[config.mk]
export PLATFORM = sky130hd
export DESIGN_NAME = fb_fetch_seq
export DESIGN_NICKNAME = d
export VERILOG_FILES = /design/src/rtl/ffs_pkg.sv /design/src/rtl/ffs_depth_dec.sv /design/src/rtl/ffs_size_chk.sv /design/src/rtl/ffs_pal_reader.sv /design/src/rtl/fb_fetch_seq.sv
export SDC_FILE = /design/constraint.sdc
export NUM_CORES = 1
export LEC_CHECK = 0
export CORE_UTILIZATION = 30
export DETAILED_ROUTE_END_ITERATION = 8
export GPL_TIMING_DRIVEN = 0
export PLACE_DENSITY = 0.62
export REMOVE_ABC_BUFFERS = 1
export SETUP_SLACK_MARGIN = 0.3
export SLEW_MARGIN = 20
export SYNTH_ARGS = -nofsm -noshare
export SYNTH_HDL_FRONTEND = slang
export SYNTH_SLANG_ARGS = --single-unit
[constraint.sdc]
create_clock -name clk -period 13.5 [get_ports clk]
set_clock_uncertainty 0.05 [all_clocks]
set_input_delay 4.05 -clock clk [delete_from_list [all_inputs] [get_ports clk]]
set_output_delay 4.05 -clock clk [all_outputs]
set_load 0.05 [all_outputs]
[src/rtl/ffs_pkg.sv]
package ffs_pkg;

  typedef enum logic [2:0] {
    ST_OFF,
    ST_PROBE,
    ST_IDLE,
    ST_PAL,
    ST_CHECK,
    ST_HALT
  } seq_st_t;

  // bytes-per-pixel scale applied to the pixel count
  typedef enum logic [1:0] {
    PX_QUARTER,
    PX_HALF,
    PX_ONE,
    PX_TWO
  } px_scale_t;

  localparam logic [1:0] PM_NOFETCH = 2'd1;
  localparam logic [1:0] PM_NOPAL   = 2'd2;

endpackage

[src/rtl/ffs_depth_dec.sv]
module ffs_depth_dec
  import ffs_pkg::*;
#(
  parameter int AW        = 32,
  parameter int SMALL_OFF = 32,
  parameter int BIG_OFF   = 512
) (
  input  logic [2:0]    code,
  input  logic          hdr_used,
  output logic          dep_ok,
  output px_scale_t     scale,
  output logic [AW-1:0] data_off
);

  logic [AW-1:0] raw_off;

  always_comb begin
    dep_ok  = 1'b1;
    scale   = PX_ONE;
    raw_off = '0;
    case (code)
      3'd1: begin scale = PX_QUARTER; raw_off = AW'(SMALL_OFF); end
      3'd2: begin scale = PX_HALF;    raw_off = AW'(SMALL_OFF); end
      3'd3: begin scale = PX_ONE;     raw_off = AW'(BIG_OFF);   end
      3'd4, 3'd5: scale = PX_TWO;
      default: dep_ok = 1'b0;
    endcase
    data_off = hdr_used ? raw_off : '0;
  end

endmodule

[src/rtl/ffs_size_chk.sv]
module ffs_size_chk
  import ffs_pkg::*;
#(
  parameter int AW = 32,
  parameter int DW = 10
) (
  input  logic [DW-1:0] w_m1,
  input  logic [DW-1:0] h_m1,
  input  px_scale_t     scale,
  input  logic [AW-1:0] data_off,
  input  logic [AW-1:0] reg_top,
  input  logic [AW-1:0] reg_bot,
  output logic [AW-1:0] byte_cnt,
  output logic          overrun
);

  localparam int PW = 2*DW + 2;
  localparam int BW = PW + 1;
  localparam int XW = AW + BW;

  logic [DW:0]   w_full, h_full;
  logic [PW-1:0] pix;
  logic [BW-1:0] bytes_full;
  logic [XW-1:0] need, limit;

  assign w_full = {1'b0, w_m1} + 1'b1;
  assign h_full = {1'b0, h_m1} + 1'b1;
  assign pix    = PW'(w_full) * PW'(h_full);

  always_comb begin
    case (scale)
      PX_QUARTER: bytes_full = BW'(pix >> 2);
      PX_HALF:    bytes_full = BW'(pix >> 1);
      PX_ONE:     bytes_full = BW'(pix);
      default:    bytes_full = BW'(pix) << 1;
    endcase
  end

  assign need     = XW'(data_off) + XW'(bytes_full);
  assign limit    = XW'(reg_bot - reg_top) + XW'(2);
  assign overrun  = need > limit;
  assign byte_cnt = AW'(bytes_full);

endmodule

[src/rtl/ffs_pal_reader.sv]
module ffs_pal_reader #(
  parameter int AW    = 32,
  parameter int PAL_N = 256,
  localparam int IW   = $clog2(PAL_N)
) (
  input  logic          clk,
  input  logic          rst,
  input  logic          abort,
  input  logic          start,
  input  logic [AW-1:0] base,
  output logic          rd_valid,
  output logic [AW-1:0] rd_addr,
  input  logic          rd_ready,
  input  logic          rsp_valid,
  input  logic [15:0]   rsp_data,
  output logic          pal_we,
  output logic [IW-1:0] pal_waddr,
  output logic [15:0]   pal_wdata,
  output logic [2:0]    first_code,
  output logic          done
);

  logic          busy, waiting;
  logic [IW-1:0] idx;
  logic [AW-1:0] base_q;

  assign rd_valid = busy & ~waiting;
  assign rd_addr  = base_q + AW'({idx, 1'b0});

  always_ff @(posedge clk) begin
    if (rst || abort) begin
      busy       <= 1'b0;
      waiting    <= 1'b0;
      idx        <= '0;
      pal_we     <= 1'b0;
      done       <= 1'b0;
      if (rst) begin
        base_q     <= '0;
        pal_waddr  <= '0;
        pal_wdata  <= '0;
        first_code <= '0;
      end
    end else begin
      pal_we <= 1'b0;
      done   <= 1'b0;
      if (start && !busy) begin
        busy    <= 1'b1;
        waiting <= 1'b0;
        idx     <= '0;
        base_q  <= base;
      end else if (busy && !waiting) begin
        if (rd_ready) waiting <= 1'b1;
      end else if (busy && rsp_valid) begin
        pal_we    <= 1'b1;
        pal_waddr <= idx;
        pal_wdata <= rsp_data;
        if (idx == '0) first_code <= rsp_data[14:12];
        if (idx == IW'(PAL_N-1)) begin
          busy <= 1'b0;
          done <= 1'b1;
        end else begin
          idx     <= idx + IW'(1);
          waiting <= 1'b0;
        end
      end
    end
  end

endmodule

[src/rtl/fb_fetch_seq.sv]
module fb_fetch_seq
  import ffs_pkg::*;
#(
  parameter int AW      = 32,
  parameter int DW      = 10,
  parameter int PAL_N   = 256,
  parameter int SMALL_N = 16,
  localparam int IW     = $clog2(PAL_N)
) (
  input  logic          clk,
  input  logic          rst,
  input  logic          en_req,
  input  logic          dual_en,
  input  logic [1:0]    pal_mode,
  input  logic [1:0]    dma_ie,
  input  logic [DW-1:0] w_m1,
  input  logic [DW-1:0] h_m1,
  input  logic          sub_on,
  input  logic          sub_first,
  input  logic [DW-1:0] sub_line,
  input  logic [AW-1:0] f1_top,
  input  logic [AW-1:0] f1_bot,
  input  logic [AW-1:0] f2_top,
  input  logic [AW-1:0] f2_bot,
  input  logic          frame_go,
  output logic          chk_req,
  output logic [AW-1:0] chk_addr,
  input  logic          chk_ok,
  output logic          rd_valid,
  output logic [AW-1:0] rd_addr,
  input  logic          rd_ready,
  input  logic          rsp_valid,
  input  logic [15:0]   rsp_data,
  output logic          pal_we,
  output logic [IW-1:0] pal_waddr,
  output logic [15:0]   pal_wdata,
  output logic          fetch_valid,
  output logic [AW-1:0] fetch_addr,
  output logic [AW-1:0] fetch_len,
  output logic [DW-1:0] fetch_first,
  output logic [DW:0]   fetch_lines,
  output logic          ctl_on,
  output logic          cur_valid,
  output logic          cur_frame,
  output logic [2:0]    dma_cond,
  output logic          dma_irq,
  output logic          pal_done,
  output logic          sync_err
);

  localparam int SMALL_OFF = 2*SMALL_N;
  localparam int BIG_OFF   = 2*PAL_N;

  seq_st_t       st;
  logic          en_q, en_rise, en_fall;
  logic [1:0]    vidx, last_v;
  logic [AW-1:0] base_q [2];
  logic          use_pal;
  logic          rdr_start, rdr_done;
  logic [2:0]    code;
  logic          dep_ok, overrun;
  px_scale_t     scale;
  logic [AW-1:0] data_off, byte_cnt;
  logic [AW-1:0] sel_top, sel_bot, sel_base;

  assign en_rise = en_req & ~en_q;
  assign en_fall = ~en_req & en_q;
  assign last_v  = dual_en ? 2'd3 : 2'd1;
  assign chk_req = (st == ST_PROBE);
  assign ctl_on  = (st == ST_IDLE) || (st == ST_PAL) || (st == ST_CHECK);

  always_comb begin
    case (vidx)
      2'd0:    chk_addr = f1_top;
      2'd1:    chk_addr = f1_bot;
      2'd2:    chk_addr = f2_top;
      default: chk_addr = f2_bot;
    endcase
  end

  assign sel_top  = cur_frame ? f2_top : f1_top;
  assign sel_bot  = cur_frame ? f2_bot : f1_bot;
  assign sel_base = base_q[cur_frame];

  assign rdr_start = (st == ST_IDLE) && frame_go && !en_fall && !en_rise &&
                     (pal_mode != PM_NOFETCH) && (pal_mode != PM_NOPAL);

  ffs_pal_reader #(.AW(AW), .PAL_N(PAL_N)) u_rdr (
    .clk(clk), .rst(rst), .abort(en_fall), .start(rdr_start), .base(sel_base),
    .rd_valid(rd_valid), .rd_addr(rd_addr), .rd_ready(rd_ready),
    .rsp_valid(rsp_valid), .rsp_data(rsp_data),
    .pal_we(pal_we), .pal_waddr(pal_waddr), .pal_wdata(pal_wdata),
    .first_code(code), .done(rdr_done)
  );

  ffs_depth_dec #(.AW(AW), .SMALL_OFF(SMALL_OFF), .BIG_OFF(BIG_OFF)) u_dec (
    .code(code), .hdr_used(use_pal), .dep_ok(dep_ok), .scale(scale),
    .data_off(data_off)
  );

  ffs_size_chk #(.AW(AW), .DW(DW)) u_size (
    .w_m1(w_m1), .h_m1(h_m1), .scale(scale), .data_off(data_off),
    .reg_top(sel_top), .reg_bot(sel_bot), .byte_cnt(byte_cnt),
    .overrun(overrun)
  );

  always_ff @(posedge clk) begin
    if (rst) begin
      st          <= ST_OFF;
      en_q        <= 1'b0;
      vidx        <= '0;
      cur_valid   <= 1'b0;
      cur_frame   <= 1'b0;
      base_q[0]   <= '0;
      base_q[1]   <= '0;
      use_pal     <= 1'b0;
      dma_cond    <= '0;
      dma_irq     <= 1'b0;
      pal_done    <= 1'b0;
      sync_err    <= 1'b0;
      fetch_valid <= 1'b0;
      fetch_addr  <= '0;
      fetch_len   <= '0;
      fetch_first <= '0;
      fetch_lines <= '0;
    end else begin
      en_q        <= en_req;
      dma_irq     <= 1'b0;
      fetch_valid <= 1'b0;
      if (en_fall) begin
        st        <= ST_OFF;
        cur_valid <= 1'b0;
        pal_done  <= 1'b0;
        sync_err  <= 1'b0;
      end else if (en_rise) begin
        st        <= ST_PROBE;
        vidx      <= '0;
        cur_valid <= 1'b1;
        cur_frame <= 1'b0;
      end else begin
        case (st)
          ST_PROBE: begin
            if (!chk_ok) begin
              dma_cond[2] <= 1'b1;
              dma_irq     <= dma_ie[1];
              st          <= ST_HALT;
            end else if (vidx == last_v) begin
              base_q[0] <= f1_top;
              base_q[1] <= f2_top;
              st        <= ST_IDLE;
            end else begin
              vidx <= vidx + 2'd1;
            end
          end
          ST_IDLE: begin
            if (frame_go && pal_mode == PM_NOPAL) begin
              use_pal <= 1'b0;
              st      <= ST_CHECK;
            end else if (frame_go && pal_mode != PM_NOFETCH) begin
              use_pal <= 1'b1;
              st      <= ST_PAL;
            end
          end
          ST_PAL: begin
            if (rdr_done) begin
              pal_done <= 1'b1;
              st       <= ST_CHECK;
            end
          end
          ST_CHECK: begin
            if (!dep_ok) begin
              st <= ST_IDLE;
            end else if (overrun) begin
              sync_err <= 1'b1;
              st       <= ST_HALT;
            end else begin
              fetch_valid <= 1'b1;
              fetch_addr  <= sel_base + data_off;
              fetch_len   <= byte_cnt;
              fetch_first <= (sub_on && sub_first) ? sub_line : '0;
              fetch_lines <= (sub_on && !sub_first) ? {1'b0, sub_line}
                                                    : {1'b0, h_m1} + 1'b1;
              dma_cond[cur_frame] <= 1'b1;
              dma_irq     <= dma_ie[0];
              if (dual_en) cur_frame <= ~cur_frame;
              st          <= ST_IDLE;
            end
          end
          default: st <= st;
        endcase
      end
    end
  end

endmodule

Word level (Yosys, flattened, before mapping):

Memory sizes are Yosys's and may differ from the RTL's. A register that Yosys moved wholly into a read port is not among the register bits.
Cells that the tools add are included.

* output and inout bits: 186
* input port bits: 188
* memory bits (writable): 64
* memories: 1
* bits in registers: 163

* add/subtract/negate cells: 9
* $mul: 1
* multiplexer cells: 84
* bitwise operators: 18
* reductions and logical operators: 63
* equality and inequality tests: 35
* order comparisons: 3

Memories
* base_q: depth 2, bits a word 32, rd ports 1, clocked after Yosys merged registers in 1, write ports 2, line fb_fetch_seq.sv:57 `logic [AW-1:0] base_q [2];`

Operators with widths (count)
* $mux W32: 7
* $pmux W32 S3: 1
* $mux W16: 5
* $pmux W23 S3: 1
* $add A55 B2 Y55 const B: 1
* $gt A55 B55 Y1: 1
* $mux W3: 15
* $mux W8: 5
* $mux W1: 36
* $sub A32 B32 Y33: 1
* $add A32 B32 Y32: 1
* $add A32 B9 Y32: 1
* $reduce_bool A2 Y1: 13
* $add A10 B23 Y24: 1
* $reduce_and A4 Y1: 6
* $add A10 B1 Y11 const B: 2
* $mul A11 B11 Y22: 1
* $mux W10: 2
* $pmux W10 S2: 1
* $ne A2 B2 Y1 const B: 8
* $reduce_and A5 Y1: 3
* $logic_and A1 B1 Y1: 13
* $eq A3 B2 Y1 const B: 4
* $ne A2 B1 Y1 const B: 6
* other kinds (36): 78

Depth between registers and ports, before layout:

Gate-level depths: netlist of run 1.

* word-level depth: 13
* gate-level depth with buffers: 44
* mapped depth without buffers: 43

Hierarchy:

From an unflattened synthesis of run 1, not the netlist that was laid out.

* cells, all modules: 2668
* area total of the unflattened synthesis: 23308.6 um2

Modules (own cells, without submodules)
* fb_fetch_seq: sequential area each 3963.8 um2, area each 10049.6 um2, times used 1, cells each 1095
* ffs_size_chk: sequential area each 0.0 um2, area each 9431.5 um2, times used 1, cells each 1238
* ffs_pal_reader: sequential area each 2011.9 um2, area each 3537.1 um2, times used 1, cells each 296
* ffs_depth_dec: sequential area each 0.0 um2, area each 290.3 um2, times used 1, cells each 39

Worst setup path before layout of run 1:

Ideal clock, no wire load.

* path kind: input to register
* start: input w_m1[0]
* end: register fetch_len[19]
* library setup time: 0.123 ns
* setup slack: 0.040 ns
* data arrival time: 13.286 ns
* stages: 41
* data required time: 13.327 ns
* cell sequence: clkbuf_1 > nand3_1 > xnor2_1 > nand2_1 > fa_1 > fa_1 > inv_1 > ha_1 > inv_1 > fa_1 > inv_1 > fa_1 > ha_1 > a21o_1 > a21oi_1 > a21boi_0 > or4b_2 > nand3_1 > [... 5 more ...] > nand2_1 > nor4b_1 > o2111ai_1 > nor3b_1 > nand4_1 > xor2_1 > ha_1 > a21o_1 > a211o_1 > a21oi_1 > o21ai_0 > a221oi_1 > nor4_1 > and4_4 > buf_6 > a21oi_4 > buf_6 > mux2_1

* cells in the longest elaborated chain, start to end: 7

Ends and longest elaborated chain
* start: declaration: line fb_fetch_seq.sv:16 `input logic [DW-1:0] w_m1,`
* $add A10 B1 Y11: line ffs_size_chk.sv:26 `assign w_full = {1'b0, w_m1} + 1'b1;`
* $mul A11 B11 Y22: line ffs_size_chk.sv:28 `assign pix = PW'(w_full) * PW'(h_full);`
* $pmux W23 S3: line ffs_size_chk.sv:31 `case (scale)`
* named net byte_cnt[9]: line fb_fetch_seq.sv:63 `logic [AW-1:0] data_off, byte_cnt;`
* $add A10 B23 Y24: line ffs_size_chk.sv:39 `assign need = XW'(data_off) + XW'(bytes_full);`
* $gt A55 B55 Y1: line ffs_size_chk.sv:41 `assign overrun = need > limit;`
* $not A1 Y1 (no line)
* $reduce_and A5 Y1 (no line)
* end signal: assignment: line fb_fetch_seq.sv:179 `fetch_len <= byte_cnt;`
* end: declaration: line fb_fetch_seq.sv:39 `output logic [AW-1:0] fetch_len,`

The timed path passes the listed nets, and every way through them passes these cells.
A chain may end at the register's enable or synchronous reset.

Final worst setup path of run 1:

* start: input h_m1[4]
* end: register fetch_addr[0]

* cells in the longest elaborated chain, start to end: 7

Ends and longest elaborated chain
* start: declaration: line fb_fetch_seq.sv:17 `input logic [DW-1:0] h_m1,`
* $add A10 B1 Y11: line ffs_size_chk.sv:27 `assign h_full = {1'b0, h_m1} + 1'b1;`
* $mul A11 B11 Y22: line ffs_size_chk.sv:28
* $pmux W23 S3: line ffs_size_chk.sv:31
* $add A10 B23 Y24: line ffs_size_chk.sv:39
* $gt A55 B55 Y1: line ffs_size_chk.sv:41
* $not A1 Y1 (no line)
* $reduce_and A5 Y1 (no line)
* end signal: assignment: line fb_fetch_seq.sv:178 `fetch_addr <= sel_base + data_off;`
* end: declaration: line fb_fetch_seq.sv:38 `output logic [AW-1:0] fetch_addr,`

No other way between the ends.

==> results.json, run 1 <==
{
  "placed_cells": 3630,
  "die_y_um": 269,
  "fin_nets": 3191,
  "cpMostUsedCell": "inv_1",
  "min-delay-path-class": "reg2reg",
  "dp_hpwl_um": 54300,
  "clkSinkCount": 228,
  "synth-seq-cells": 228,
  "slowest_stage": "fa_1",
  "routabilityCongestion": 0.901,
  "post-place-ws_ns": -2.68,
  "ir_drop_mv": 0.189,
  "wl_per_cell_um": 18.6,
  "grt_pass1_wl_um": 104000,
  "dr.pass1.iters": 9,
  "netlist_instances": 2433,
  "critical_path_class": "in2reg",
  "max_freq_ghz": 0.0782,
  "final_cells": 3742,
  "cts_buffers": 27,
  "yosys_warnings": 0,
  "ys_types": 92,
  "die-area_um2": 72400,
  "synthFlopType": "edfxtp_1",
  "grt_pass1_vias": 18300,
  "viasPerCell": 5.09,
  "drive_above_1_share_pct": 11.6,
  "track_usage_pct": 18.3,
  "drc_errors": 0,
  "worst_setup_hold_path_clk_slew_ns": 0.06,
  "portBuffers": 364,
  "max-clock-path-buffers": 3,
  "num_io_pins": 374,
  "drt-total-wl_um": 69500,
  "ant_nets": 0,
  "cts_tree": "yes",
  "cp-end-kind": "register",
  "final_cell_mix": "344 x clkdlybuf4s50_1, 254 x nand2_1, 199 x nor2_1",
  "insertedDiodeCount": 0,
  "ys_async_sr_fraction_pct": 0,
  "timing.slew.headroom_pct": 30.4,
  "synth_edf_count": 123,
  "core_um2": 70300,
  "synth_seq_area_share_pct": 27.1,
  "tightest_slew_ns": 1.04,
  "cts_hold_buf": 0,
  "status": "completed",
  "dieWidth_um": 269,
  "grt_antenna_before_repair": 1,
  "cts_root_buf": "clkbuf_16",
  "p_leak_nw": 11.3,
  "avgSynthCellArea_um2": 8.79,
  "drv_slew": 0,
  "setup_ws_ns": 0.704,
  "htree_levels": 1,
  "netlist_area_um2": 21400,
  "cp-start-kind": "primary input",
  "vias": 19100,
  "rsz0062_at_grt": "false",
  "grt_max_degree": 59,
  "postLayoutCoreUtil_pct": 40.1,
  "drt_iter0_drc": 1471,
  "syn_to_final_growth_pct": 31.8,
  "fin_crit_sh_pct": 94.8,
  "p_total_mw": 4.15,
  "final_common_cell": "clkdlybuf4s50_1",
  "std_cell_rows": 97,
  "period_needed_ns": 12.80,
  "critPathRequiredTime_ns": 13.88,
  "cpPeakStageDelay_ns": 0.56,
  "start_util_pct": 30.4,
  "insertion_delay_ns": 0.54,
  "overflow": 0,
  "hold_viol": 0,
  "path_max_fanout": 8,
  "worstPathArrival_ns": 13.18,
  "setup_viol": 0,
  "powerDensity_nw_per_um2": 147,
  "cap_violations": 0,
  "fin_tns_setup_ns": 0
}
-- stage by stage --
stage	area [um^2]	hold WS, ns
global route	28200	0.424
global placement	25700	0.395
CTS	27700	0.408
finish	28200	0.406
detailed placement	26100	0.398
floorplan	20800	0.404
-- where the power goes --
group | total (mW) | switching [mW] | leakage (nW) | internal, mW
clock network | 0.702 | 0.303 | 0.412 | 0.399
registers | 0.775 | 0.0196 | 2.11 | 0.756
logic | 2.68 | 1.54 | 8.76 | 1.13
-- logic make-up after synthesis --
| family | after synthesis | share of synthesized area (%) |
|---|---|---|
| AND/OR/NAND/NOR | 872 | 20.1 |
| AO/OA/AOI/OAI | 434 | 14.7 |
| buffers and inverters | 324 | 6.14 |
| flip-flops | 228 | 27.1 |
| adder cells (fa/ha/maj) | 221 | 15.8 |
| multiplexers | 199 | 9.67 |
| XOR/XNOR | 154 | 6.38 |
| other | 1 | 0.0175 |
-- layer usage --
layer  global-route usage [%]  share of wire [%]
met5                        0                  0
met4                     5.51                2.8
met3                     2.90                6.2
met2                     30.4                 47
met1                     24.4                 44
-- critical path, delay by kind of cell --
family / cells / cell delay (ns)
compound gates: 11 / 2.34
simple gates: 10 / 1.63
fa+ha+maj: 7 / 2.99
buf+inv: 10 / 1.10
xor+xnor: 3 / 0.58
mux: 2 / 0.45
-- sequential cells by signal (all words and copies together) (netlist names), 10 cells and up, named ones only --
signal,cells
base_q,64
fetch_addr,32
fetch_first,10
fetch_len,23
fetch_lines,11
u_rdr.base_q,32
u_rdr.pal_wdata,16
-- area by class of cell --
type | instances | area, um^2
well taps | 940 | 1180
clock buffers | 39 | 771
inverters | 195 | 734
clock inverters | 10 | 77.6
multi-input cells | 1889 | 15100
flip-flops and latches | 228 | 5800
repair buffers | 441 | 4550
fillers | 6862 | 42100
-- cell usage after synthesis (10+ instances only) --
| library cell | instances | area (um^2) |
|---|---|---|
| nand2_1 | 260 | 976 |
| nor2_1 | 207 | 777 |
| inv_1 | 192 | 721 |
| ha_1 | 139 | 1740 |
| mux2i_1 | 138 | 1380 |
| edfxtp_1 | 123 | 3690 |
| and2_1 | 109 | 682 |
| a21oi_1 | 106 | 531 |
| dfxtp_1 | 105 | 2100 |
| xnor2_1 | 94 | 823 |
| clkbuf_1 | 89 | 334 |
| fa_1 | 82 | 1640 |
| nand3_1 | 60 | 300 |
| xor2_1 | 58 | 508 |
| mux2_2 | 56 | 631 |
| nor2b_1 | 55 | 344 |
| o21ai_0 | 55 | 275 |
| nand4_1 | 38 | 238 |
| o211ai_1 | 33 | 248 |
| a21o_1 | 32 | 240 |
| a222oi_1 | 32 | 320 |
| nor3_1 | 28 | 140 |
| a211oi_1 | 24 | 180 |
| nand2b_1 | 22 | 138 |
| and3_1 | 18 | 113 |
| o21a_1 | 16 | 120 |
| or3_1 | 13 | 81.3 |
| a32o_1 | 12 | 120 |
| buf_4 | 12 | 90.1 |
| buf_1 | 11 | 41.3 |
| buf_2 | 10 | 50.1 |
| nand3b_1 | 10 | 75.1 |
| o22ai_1 | 10 | 62.6 |
-- final timing paths --
kind,cells past startpoint,startpoint,slack [ns],endpoint
min,2,fetch_lines[4],0.41,fetch_lines[4]
max reg2reg,27,cur_frame,6.65,fetch_addr[0]
min reg2reg,2,fetch_lines[4],0.41,fetch_lines[4]
max,43,h_m1[4],0.70,fetch_addr[0]
-- timing repair --
item | in CTS | in global routing
setup buffers | 30 | 30
gates resized for setup | 112 | 87
pin swaps | 22 | 30
gates cloned | 2 | 1
endpoints found under the setup margin | 86 | 86
(Power assumes the default switching activity.)
==> run 2: changes to the inputs <==
--- a/config.mk
+++ b/config.mk
@@ -6,6 +6,7 @@
 export NUM_CORES = 1
 export LEC_CHECK = 0
 export CORE_UTILIZATION = 30
+export CTS_CLUSTER_SIZE = 16
 export DETAILED_ROUTE_END_ITERATION = 8
 export GPL_TIMING_DRIVEN = 0
 export PLACE_DENSITY = 0.62
==> results of run 2 <==
The final DEF is identical to that of run 1; final timing and power are the same.
